**config.mk**
```make
export PLATFORM = sky130hd
export DESIGN_NAME = pcsock_ctrl
export DESIGN_NICKNAME = d
export VERILOG_FILES = /design/src/rtl/pcsock_pkg.sv /design/src/rtl/pcsock_filt.sv /design/src/rtl/pcsock_lane.sv /design/src/rtl/pcsock_ctrl.sv
export SDC_FILE = /design/constraint.sdc
export NUM_CORES = 1
export LEC_CHECK = 0
export BUFFER_PORTS_ARGS = -buffer_cell sky130_fd_sc_hd__buf_2
export CAP_MARGIN = 20
export CORE_ASPECT_RATIO = 0.7
export CORE_MARGIN = 8
export CORE_UTILIZATION = 58
export CTS_CLUSTER_DIAMETER = 30
export DETAILED_ROUTE_END_ITERATION = 7
export GPL_ROUTABILITY_DRIVEN = 0
export GPL_TIMING_DRIVEN = 0
export PLACE_DENSITY = 0.9
export SKIP_LAST_GASP = 1
export SYNTH_ARGS = -nofsm -noshare
export SYNTH_HDL_FRONTEND = slang
export SYNTH_SLANG_ARGS = --single-unit
```
**constraint.sdc**
```tcl
create_clock -name clk -period 2.25 [get_ports clk]
set_clock_uncertainty 0.1 [all_clocks]
set_input_delay 0.45 -clock clk [delete_from_list [all_inputs] [get_ports clk]]
set_output_delay 0.45 -clock clk [all_outputs]
set_load 0.02 [all_outputs]
```
**src/rtl/pcsock_pkg.sv**
```systemverilog
package pcsock_pkg;

    localparam int NUM_STAT  = 6;
    localparam int NUM_CAUSE = 3;

    localparam logic [1:0] ADDR_CTRL   = 2'd0;
    localparam logic [1:0] ADDR_STATUS = 2'd1;
    localparam logic [1:0] ADDR_PEND   = 2'd2;
    localparam logic [1:0] ADDR_MASK   = 2'd3;

    // status line indices (short filter below IDX_CD1)
    localparam int IDX_WP  = 0;
    localparam int IDX_RDY = 1;
    localparam int IDX_VS1 = 2;
    localparam int IDX_VS2 = 3;
    localparam int IDX_CD1 = 4;
    localparam int IDX_CD2 = 5;

    typedef struct packed {
        logic attr;
        logic rst;
        logic vpp;
        logic en5;
        logic en3;
    } ctrl_t;

endpackage

```
**src/rtl/pcsock_filt.sv**
```systemverilog
module pcsock_filt #(
    parameter int  LEN     = 12,
    parameter logic RST_VAL = 1'b1
) (
    input  logic clk,
    input  logic rst_n,
    input  logic din,
    output logic dout
);
    localparam int CW = (LEN > 1) ? $clog2(LEN) : 1;

    typedef struct packed {
        logic          s1;
        logic          s2;
        logic          out;
        logic [CW-1:0] cnt;
    } filt_t;

    filt_t st_d, st_q;

    always_comb begin
        st_d    = st_q;
        st_d.s1 = din;
        st_d.s2 = st_q.s1;
        if (st_q.s2 == st_q.out) begin
            st_d.cnt = '0;
        end else if (st_q.cnt == CW'(LEN - 1)) begin
            st_d.out = st_q.s2;
            st_d.cnt = '0;
        end else begin
            st_d.cnt = st_q.cnt + 1'b1;
        end
    end

    always_ff @(posedge clk or negedge rst_n) begin
        if (!rst_n) begin
            st_q <= '{s1: RST_VAL, s2: RST_VAL, out: RST_VAL, cnt: '0};
        end else begin
            st_q <= st_d;
        end
    end

    assign dout = st_q.out;
endmodule

```
**src/rtl/pcsock_lane.sv**
```systemverilog
module pcsock_lane (
    input  logic cs_n,
    input  logic wide_bus,
    input  logic half_acc,
    input  logic addr0,
    output logic ce1_n,
    output logic ce2_n,
    output logic card_a0
);
    always_comb begin
        ce1_n   = 1'b1;
        ce2_n   = 1'b1;
        card_a0 = 1'b0;
        if (!wide_bus) begin
            ce1_n   = cs_n;
            card_a0 = addr0;
        end else if (half_acc) begin
            ce1_n = cs_n;
            ce2_n = cs_n;
        end else if (addr0) begin
            ce2_n = cs_n;
        end else begin
            ce1_n = cs_n;
        end
    end
endmodule

```
**src/rtl/pcsock_ctrl.sv**
```systemverilog
module pcsock_ctrl
    import pcsock_pkg::*;
#(
    parameter int SHORT_CYC = 12,
    parameter int LONG_CYC  = 200000
) (
    input  logic       clk,
    input  logic       rst_n,
    input  logic       wp_i,
    input  logic       rdy_i,
    input  logic       vs1_n_i,
    input  logic       vs2_n_i,
    input  logic       cd1_n_i,
    input  logic       cd2_n_i,
    input  logic       reg_we,
    input  logic [1:0] reg_addr,
    input  logic [7:0] reg_wdata,
    output logic [7:0] reg_rdata,
    output logic       irq,
    output logic       pwr3v_en,
    output logic       pwr5v_en,
    output logic       vpp_en,
    output logic       card_rst,
    output logic       attr_sel,
    input  logic       cs_n,
    input  logic       wide_bus,
    input  logic       half_acc,
    input  logic       addr0,
    output logic       ce1_n,
    output logic       ce2_n,
    output logic       card_a0
);
    typedef struct packed {
        ctrl_t                ctrl;
        logic [NUM_CAUSE-1:0] pend;
        logic [NUM_CAUSE-1:0] mask;
        logic                 wp_p;
        logic                 rdy_p;
        logic                 pres_p;
    } state_t;

    state_t st_d, st_q;

    logic [NUM_STAT-1:0] raw, filt;
    logic                present;
    logic [NUM_CAUSE-1:0] cause;

    assign raw = {cd2_n_i, cd1_n_i, vs2_n_i, vs1_n_i, rdy_i, wp_i};

    for (genvar i = 0; i < NUM_STAT; i++) begin : g_filt
        localparam int FLEN = (i >= IDX_CD1) ? LONG_CYC : SHORT_CYC;
        pcsock_filt #(.LEN(FLEN), .RST_VAL(1'b1)) u_filt (
            .clk  (clk),
            .rst_n(rst_n),
            .din  (raw[i]),
            .dout (filt[i])
        );
    end

    assign present = ~(filt[IDX_CD1] | filt[IDX_CD2]);
    assign cause   = {present != st_q.pres_p,
                      filt[IDX_RDY] != st_q.rdy_p,
                      filt[IDX_WP] != st_q.wp_p};

    always_comb begin
        st_d        = st_q;
        st_d.wp_p   = filt[IDX_WP];
        st_d.rdy_p  = filt[IDX_RDY];
        st_d.pres_p = present;
        if (reg_we) begin
            case (reg_addr)
                ADDR_CTRL: st_d.ctrl = ctrl_t'(reg_wdata[4:0]);
                ADDR_PEND: st_d.pend = st_q.pend & ~reg_wdata[NUM_CAUSE-1:0];
                ADDR_MASK: st_d.mask = reg_wdata[NUM_CAUSE-1:0];
                default: ;
            endcase
        end
        st_d.pend = st_d.pend | cause;
        if (!present) begin
            st_d.ctrl.rst = 1'b1;
        end
    end

    always_ff @(posedge clk or negedge rst_n) begin
        if (!rst_n) begin
            st_q <= '{ctrl: '{attr: 1'b0, rst: 1'b1, vpp: 1'b0, en5: 1'b0, en3: 1'b0},
                      pend: '0, mask: '0, wp_p: 1'b1, rdy_p: 1'b1, pres_p: 1'b0};
        end else begin
            st_q <= st_d;
        end
    end

    always_comb begin
        case (reg_addr)
            ADDR_CTRL:   reg_rdata = {3'b000, st_q.ctrl};
            ADDR_STATUS: reg_rdata = {1'b0, filt[IDX_CD2], filt[IDX_CD1], present,
                                      filt[IDX_VS2], filt[IDX_VS1], filt[IDX_RDY], filt[IDX_WP]};
            ADDR_PEND:   reg_rdata = {{(8-NUM_CAUSE){1'b0}}, st_q.pend};
            default:     reg_rdata = {{(8-NUM_CAUSE){1'b0}}, st_q.mask};
        endcase
    end

    assign irq      = |(st_q.pend & st_q.mask);
    assign pwr3v_en = st_q.ctrl.en3 & present;
    assign pwr5v_en = st_q.ctrl.en5 & present;
    assign vpp_en   = st_q.ctrl.vpp & present;
    assign card_rst = st_q.ctrl.rst | ~present;
    assign attr_sel = st_q.ctrl.attr;

    pcsock_lane u_lane (
        .cs_n    (cs_n),
        .wide_bus(wide_bus),
        .half_acc(half_acc),
        .addr0   (addr0),
        .ce1_n   (ce1_n),
        .ce2_n   (ce2_n),
        .card_a0 (card_a0)
    );
endmodule

```
Word-level counts from Yosys, hierarchy flattened:

Cells that the tools add are included.

* mux-type cells: 25
* equality and inequality tests: 18
* add/sub/neg operators: 6
* reductions and logical operators: 13
* bitwise gates (word level): 16

Operators with widths (count)
* two-way mux 18 bit: 4
* adder 18 x 1 -> 18 bit, second input constant: 2
* equality test 18 bit, second input constant: 2
* two-way mux 4 bit: 9
* case mux 7 bit (3 select lines): 1
* AND reduction 2 bit: 9
* adder 4 x 1 -> 4 bit, second input constant: 4
* equality test 4 bit, second input constant: 4
* two-way mux 10 bit: 1
* two-way mux 1 bit: 8
* inverter 1 bit: 7
* AND 3 bit: 2
* equality test 1 bit: 6
* two-way mux 3 bit: 2
* equality test 2 bit, second input constant: 2
* nonzero test 2 bit: 2
* AND 1 bit: 3
* != test 1 bit: 3
* inverter 3 bit: 1
* OR 3 bit: 1
* OR reduction 3 bit: 1
* equality test 2 x 1 -> 1 bit, second input constant: 1
* logical NOT 2 bit: 1
* OR 1 bit: 2

* bits in registers: 84
* bits of input ports: 23
* output and inout port bits: 17
* logic and storage cells: 112

Longest topological paths before layout:

* word-level depth: 5
* mapped depth: 6
* mapped depth without buffers: 5

Cells and area by module:

From an unflattened synthesis, not the netlist that was laid out.

* cell total of the unflattened synthesis: 352
* area, all modules: 3966.3 sq um

Modules (own cells, without submodules)
* pcsock_filt (g_filt[4].u_filt ...): cells each 102, seq. area each 529.3 sq um, area an instance 1029.7 sq um, instances 2
* pcsock_filt (g_filt[1].u_filt ...): cells each 22, seq. area each 178.9 sq um, area an instance 284.0 sq um, instances 3
* pcsock_ctrl: cells each 56, seq. area each 354.1 sq um, area an instance 740.7 sq um, instances 1
* pcsock_filt (g_filt[0].u_filt): cells each 21, seq. area each 178.9 sq um, area an instance 282.8 sq um, instances 1
* pcsock_lane: cells each 5, seq. area each 0.0 sq um, area an instance 31.3 sq um, instances 1

Least setup slack after synthesis:

OpenSTA, ideal clock, no wires.

* path type: input to output
* start: input port reg_addr[0]
* end: output port reg_rdata[1]
* data arrival time: 1381 ps
* setup slack: 319 ps
* stages: 2
* path buffers: 1
* required time: 1700 ps
* cells stage by stage: clkbuf_1 mux4_2

* longest elaborated chain between the ends: 2
* elaborated cells between the ends (all ways): 4
* those cells by class: eq/ne (2); mux (1); reduce/logical (1)

Ends and longest elaborated chain
* start: declaration: line pcsock_ctrl.sv:16 `input logic [1:0] reg_addr,`
* equality test 2 bit, or another cell as far along: line pcsock_ctrl.sv:94 `case (reg_addr)`
* case mux 7 bit (3 select lines) *: line pcsock_ctrl.sv:94
* end: declaration: line pcsock_ctrl.sv:18 `output logic [7:0] reg_rdata,`

Mark *: on every way between the ends. The rest lies on a longest branch, timed or not.

Worst setup path in the final report:

Same ends and word-level chain as after synthesis.

==> results by group <==
Outcome
  • Status: finished, final reports clean

Power
  • Total power: ~2900 µW
  • Leakage: about 0.0019 µW
  • Maximum resistive drop on vdd: approximately 0.00031 V
  • Power density over the cells: approximately 650 mW/mm²

STA
  • Setup TNS: 0 ns
  • Final setup fails: 0
  • Top achievable clock speed: 468 MHz
  • Max Slew Vio Count: 0
  • RSZ-0062 raised after global routing: false
  • Final period util: 0.950
  • Clock period minus worst slack: about 2.1 ns
  • Worst-margin pin slew: 0.853 ns
  • Fin. Hold Viols: 0
  • Slew HR: 0.430

Critical path
  • R2R cell count: 5
  • Data required, critical path: around 1.7 ns
  • Setup crit end kind: output port
  • Critical path class: input pin to output port
  • Crit path largest cell delay: between 0.5 and 0.6 ns
  • Reg2Reg Setup Slack: ~0.12 ns
  • CP Cell Sequence: clkbuf_1 -> mux4_2 -> buf_2
  • CP delay by family, top: buffers and inverters
  • Setup crit start kind: input pin
  • Worst r2r src: g_filt[5].u_filt.st_q[0]$_DFF_PN0_
  • Reg2reg end: g_filt[5].u_filt.st_q[16]$_DFF_PN0_
  • Critical path origin: reg_addr[0]
  • Worst path buffer plus inverter count: 2
  • Worst endpoint data arrival time: between 1.5 and 2 ns
  • Crit-path max FO: 10
  • Slowest CP cell: mux4_2

Global routing
  • Initial antenna violation count: 0
  • Met3 usage: 0.0652
  • Global-route wire length before repair: approximately 13000 µm
  • Met2 global-route usage: 0.272
  • Grt ovf: 0
  • Met1 usage: 0.217
  • GR peak layer: met2
  • Largest net degree at the start of global routing: between 60 and 70
  • Vias in the first global route: between 2000 and 3000
  • GRT Total Usage: 0.173

Yosys
  • Synth cell types: 45
  • Post-Syn Instances: between 300 and 400
  • Register area share after synthesis: 0.542
  • Syn_nets: ~380
  • Top cell type's share of synthesized area: 0.401
  • Syn avg cell area: 11.3 µm²
  • YS warnings: 0
  • Synth area leader: dfrtp_1
  • Post-synth EDFFs: 0
  • Largest cells by area after synthesis: dfrtp_1, dfstp_2, xnor2_1
  • Post-Syn Area: 0.00393 mm²
  • #FFs+latches synth: 84
  • FFs w/ async S/R, synth: 1.00
  • Main synth FF type: dfrtp_1

Clocking
  • Number of setup buffers added after CTS: 0
  • CTS tree: built
  • CTS buffer count: 9
  • # H-tree levels: 3
  • Clock slew at reported path FFs: roughly 0.080 ns
  • Skew-Pair Late Insertion Delay: ~0.36 ns
  • Sink Count: 84
  • Clk buf depth: 2
  • Root buffer cell: clkbuf_8

Layout
  • Layout cells sized above 1: 0.250
  • Nets@finish: 424
  • P&R area growth vs syn: 12.4%
  • Most common cell after layout, fill and taps aside: dfrtp_1
  • Fill cells: between 400 and 500
  • Most frequent cells in the layout: dfrtp_1, nor2_1, buf_2
  • Ant diodes: 0

Job
  • Max-cap violations: 0

Drt
  • Final WL: approximately 7900 µm
  • Avg Vias per Cell: about 5.6
  • Routed vias: between 2000 and 3000
  • First-pass DRT Iterations: 4
  • DR DRC count: 0
  • WL/cell: around 16 µm
  • Initial drt markers: between 200 and 250
  • Post-DRT Antenna Nets: 0

Placement
  • Post-detail-place hpwl: 5640 µm
  • Port bufs: 33

Floorplanning
  • Rows: 25
  • Initial Util: 0.590
  • Die Y: 84.9 µm
  • Die width: roughly 110 µm
  • IO Pins: 40
  • Core Region: roughly 0.0067 mm²
  • Die area: roughly 0.0097 mm²

Hold path
  • Worst Hold Depth: 1
  • Worst hold endpoint: g_filt[0].u_filt.st_d[5]$_DFF_PN1_
  • Hold_sp: wp_i
  • Hold WC Path Type: input pin to register
-- sequential cells by signal, summed over array words and instances, names as in the netlist --
name,flops
attr_sel,1
g_filt.u_filt.dout,6
st_q,13
g_filt.u_filt.st_d,6
g_filt.u_filt.st_q,58
-- through the flow --
stage | utilization | instances | worst slack (ns) | instance area, µm² | hold slack (ns)
CTS | 0.661 | 494 | 0.0241 | 4410 | 0.0628
finish | 0.663 | 494 | 0.111 | 4420 | 0.0855
floorplan | - | 349 | 0.319 | 3930 | 0.0544
global route | 0.663 | 494 | 0.00537 | 4420 | 0.0596
global placement | 0.632 | 476 | 0.0514 | 4210 | 0.246
detailed placement | 0.637 | 477 | 0.0959 | 4240 | 0.244
-- worst reg2reg max path, stage by stage (launching register included) --
cell and delay [ns]:
dfrtp_1 0.41, ha_1 0.28, nand4_4 0.21, or4_1 0.59
or3_1 0.32, a21oi_1 0.16
-- layout make-up --
cell class	count	area (µm²)	share of cell area
Sequential cell	84	2130	0.482
Multi-Input combinational cell	248	1720	0.390
Clock buffer	13	139	0.0314
Inverter	8	30.0	0.00680
Tap cell	94	118	0.0266
Timing Repair Buffer	35	205	0.0465
Clock inverter	3	15.0	0.00340
Buffer	9	57.6	0.0130
-- metal layers --
layer | up-vias | part of all wire
met5 | - | 0
met4 | 0 | 0.013
met3 | 15 | 0.062
met2 | 74 | 0.48
met1 | 1360 | 0.44
li1 | 1314 | -
-- where the power goes --
group	total [µW]	switching (µW)	internal, µW
registers	1660	62.4	1600
clock network	893	495	397
logic	331	187	145
total	2880	745	2140
-- repair_timing --
| action | CTS | global route |
|---|---|---|
| gates resized for setup | 0 | 2 |
| endpoints found under the setup margin | 0 | 11 |
| hold buffers | 1 | 0 |
| endpoints found under the hold margin | 13 | 0 |
-- how the worst max path moves through the flow --
stage,to,slack (ns),cells past startpoint
floorplan,reg_rdata[1],0.32,2
global placement,g_filt[1].u_filt.st_q[3]$_DFF_PN0_,0.05,1
detailed placement,reg_rdata[1],0.1,3
CTS,reg_rdata[4],0.02,4
global route,g_filt[5].u_filt.st_q[16]$_DFF_PN0_,0.005,5
finish,reg_rdata[1],0.11,3
-- synthesized netlist by cell type (7+ instances only) --
cell type and n:
a21oi_1 8, dfrtp_1 63, dfstp_2 21, inv_1 8
mux2_2 13, mux2i_1 7, nand2_1 19, nand3_1 11
nand4_1 16, nor2_1 52, nor3b_1 9, nor4_1 12
xnor2_1 29, xor2_1 12
-- cell families (layout without fill, tap and decap cells) --
group,after synthesis,after routing,share of synthesized area
AND/OR/NAND/NOR,157,157,0.215
flip-flops,84,84,0.542
XOR/XNOR,41,41,0.0914
multiplexers,23,23,0.0723
AO/OA/AOI/OAI,20,20,0.0369
buffers and inverters,17,68,0.0223
adder cells (fa/ha/maj),6,6,0.0191
other,1,1,0.000954
Power figures use the tool's default switching activity.
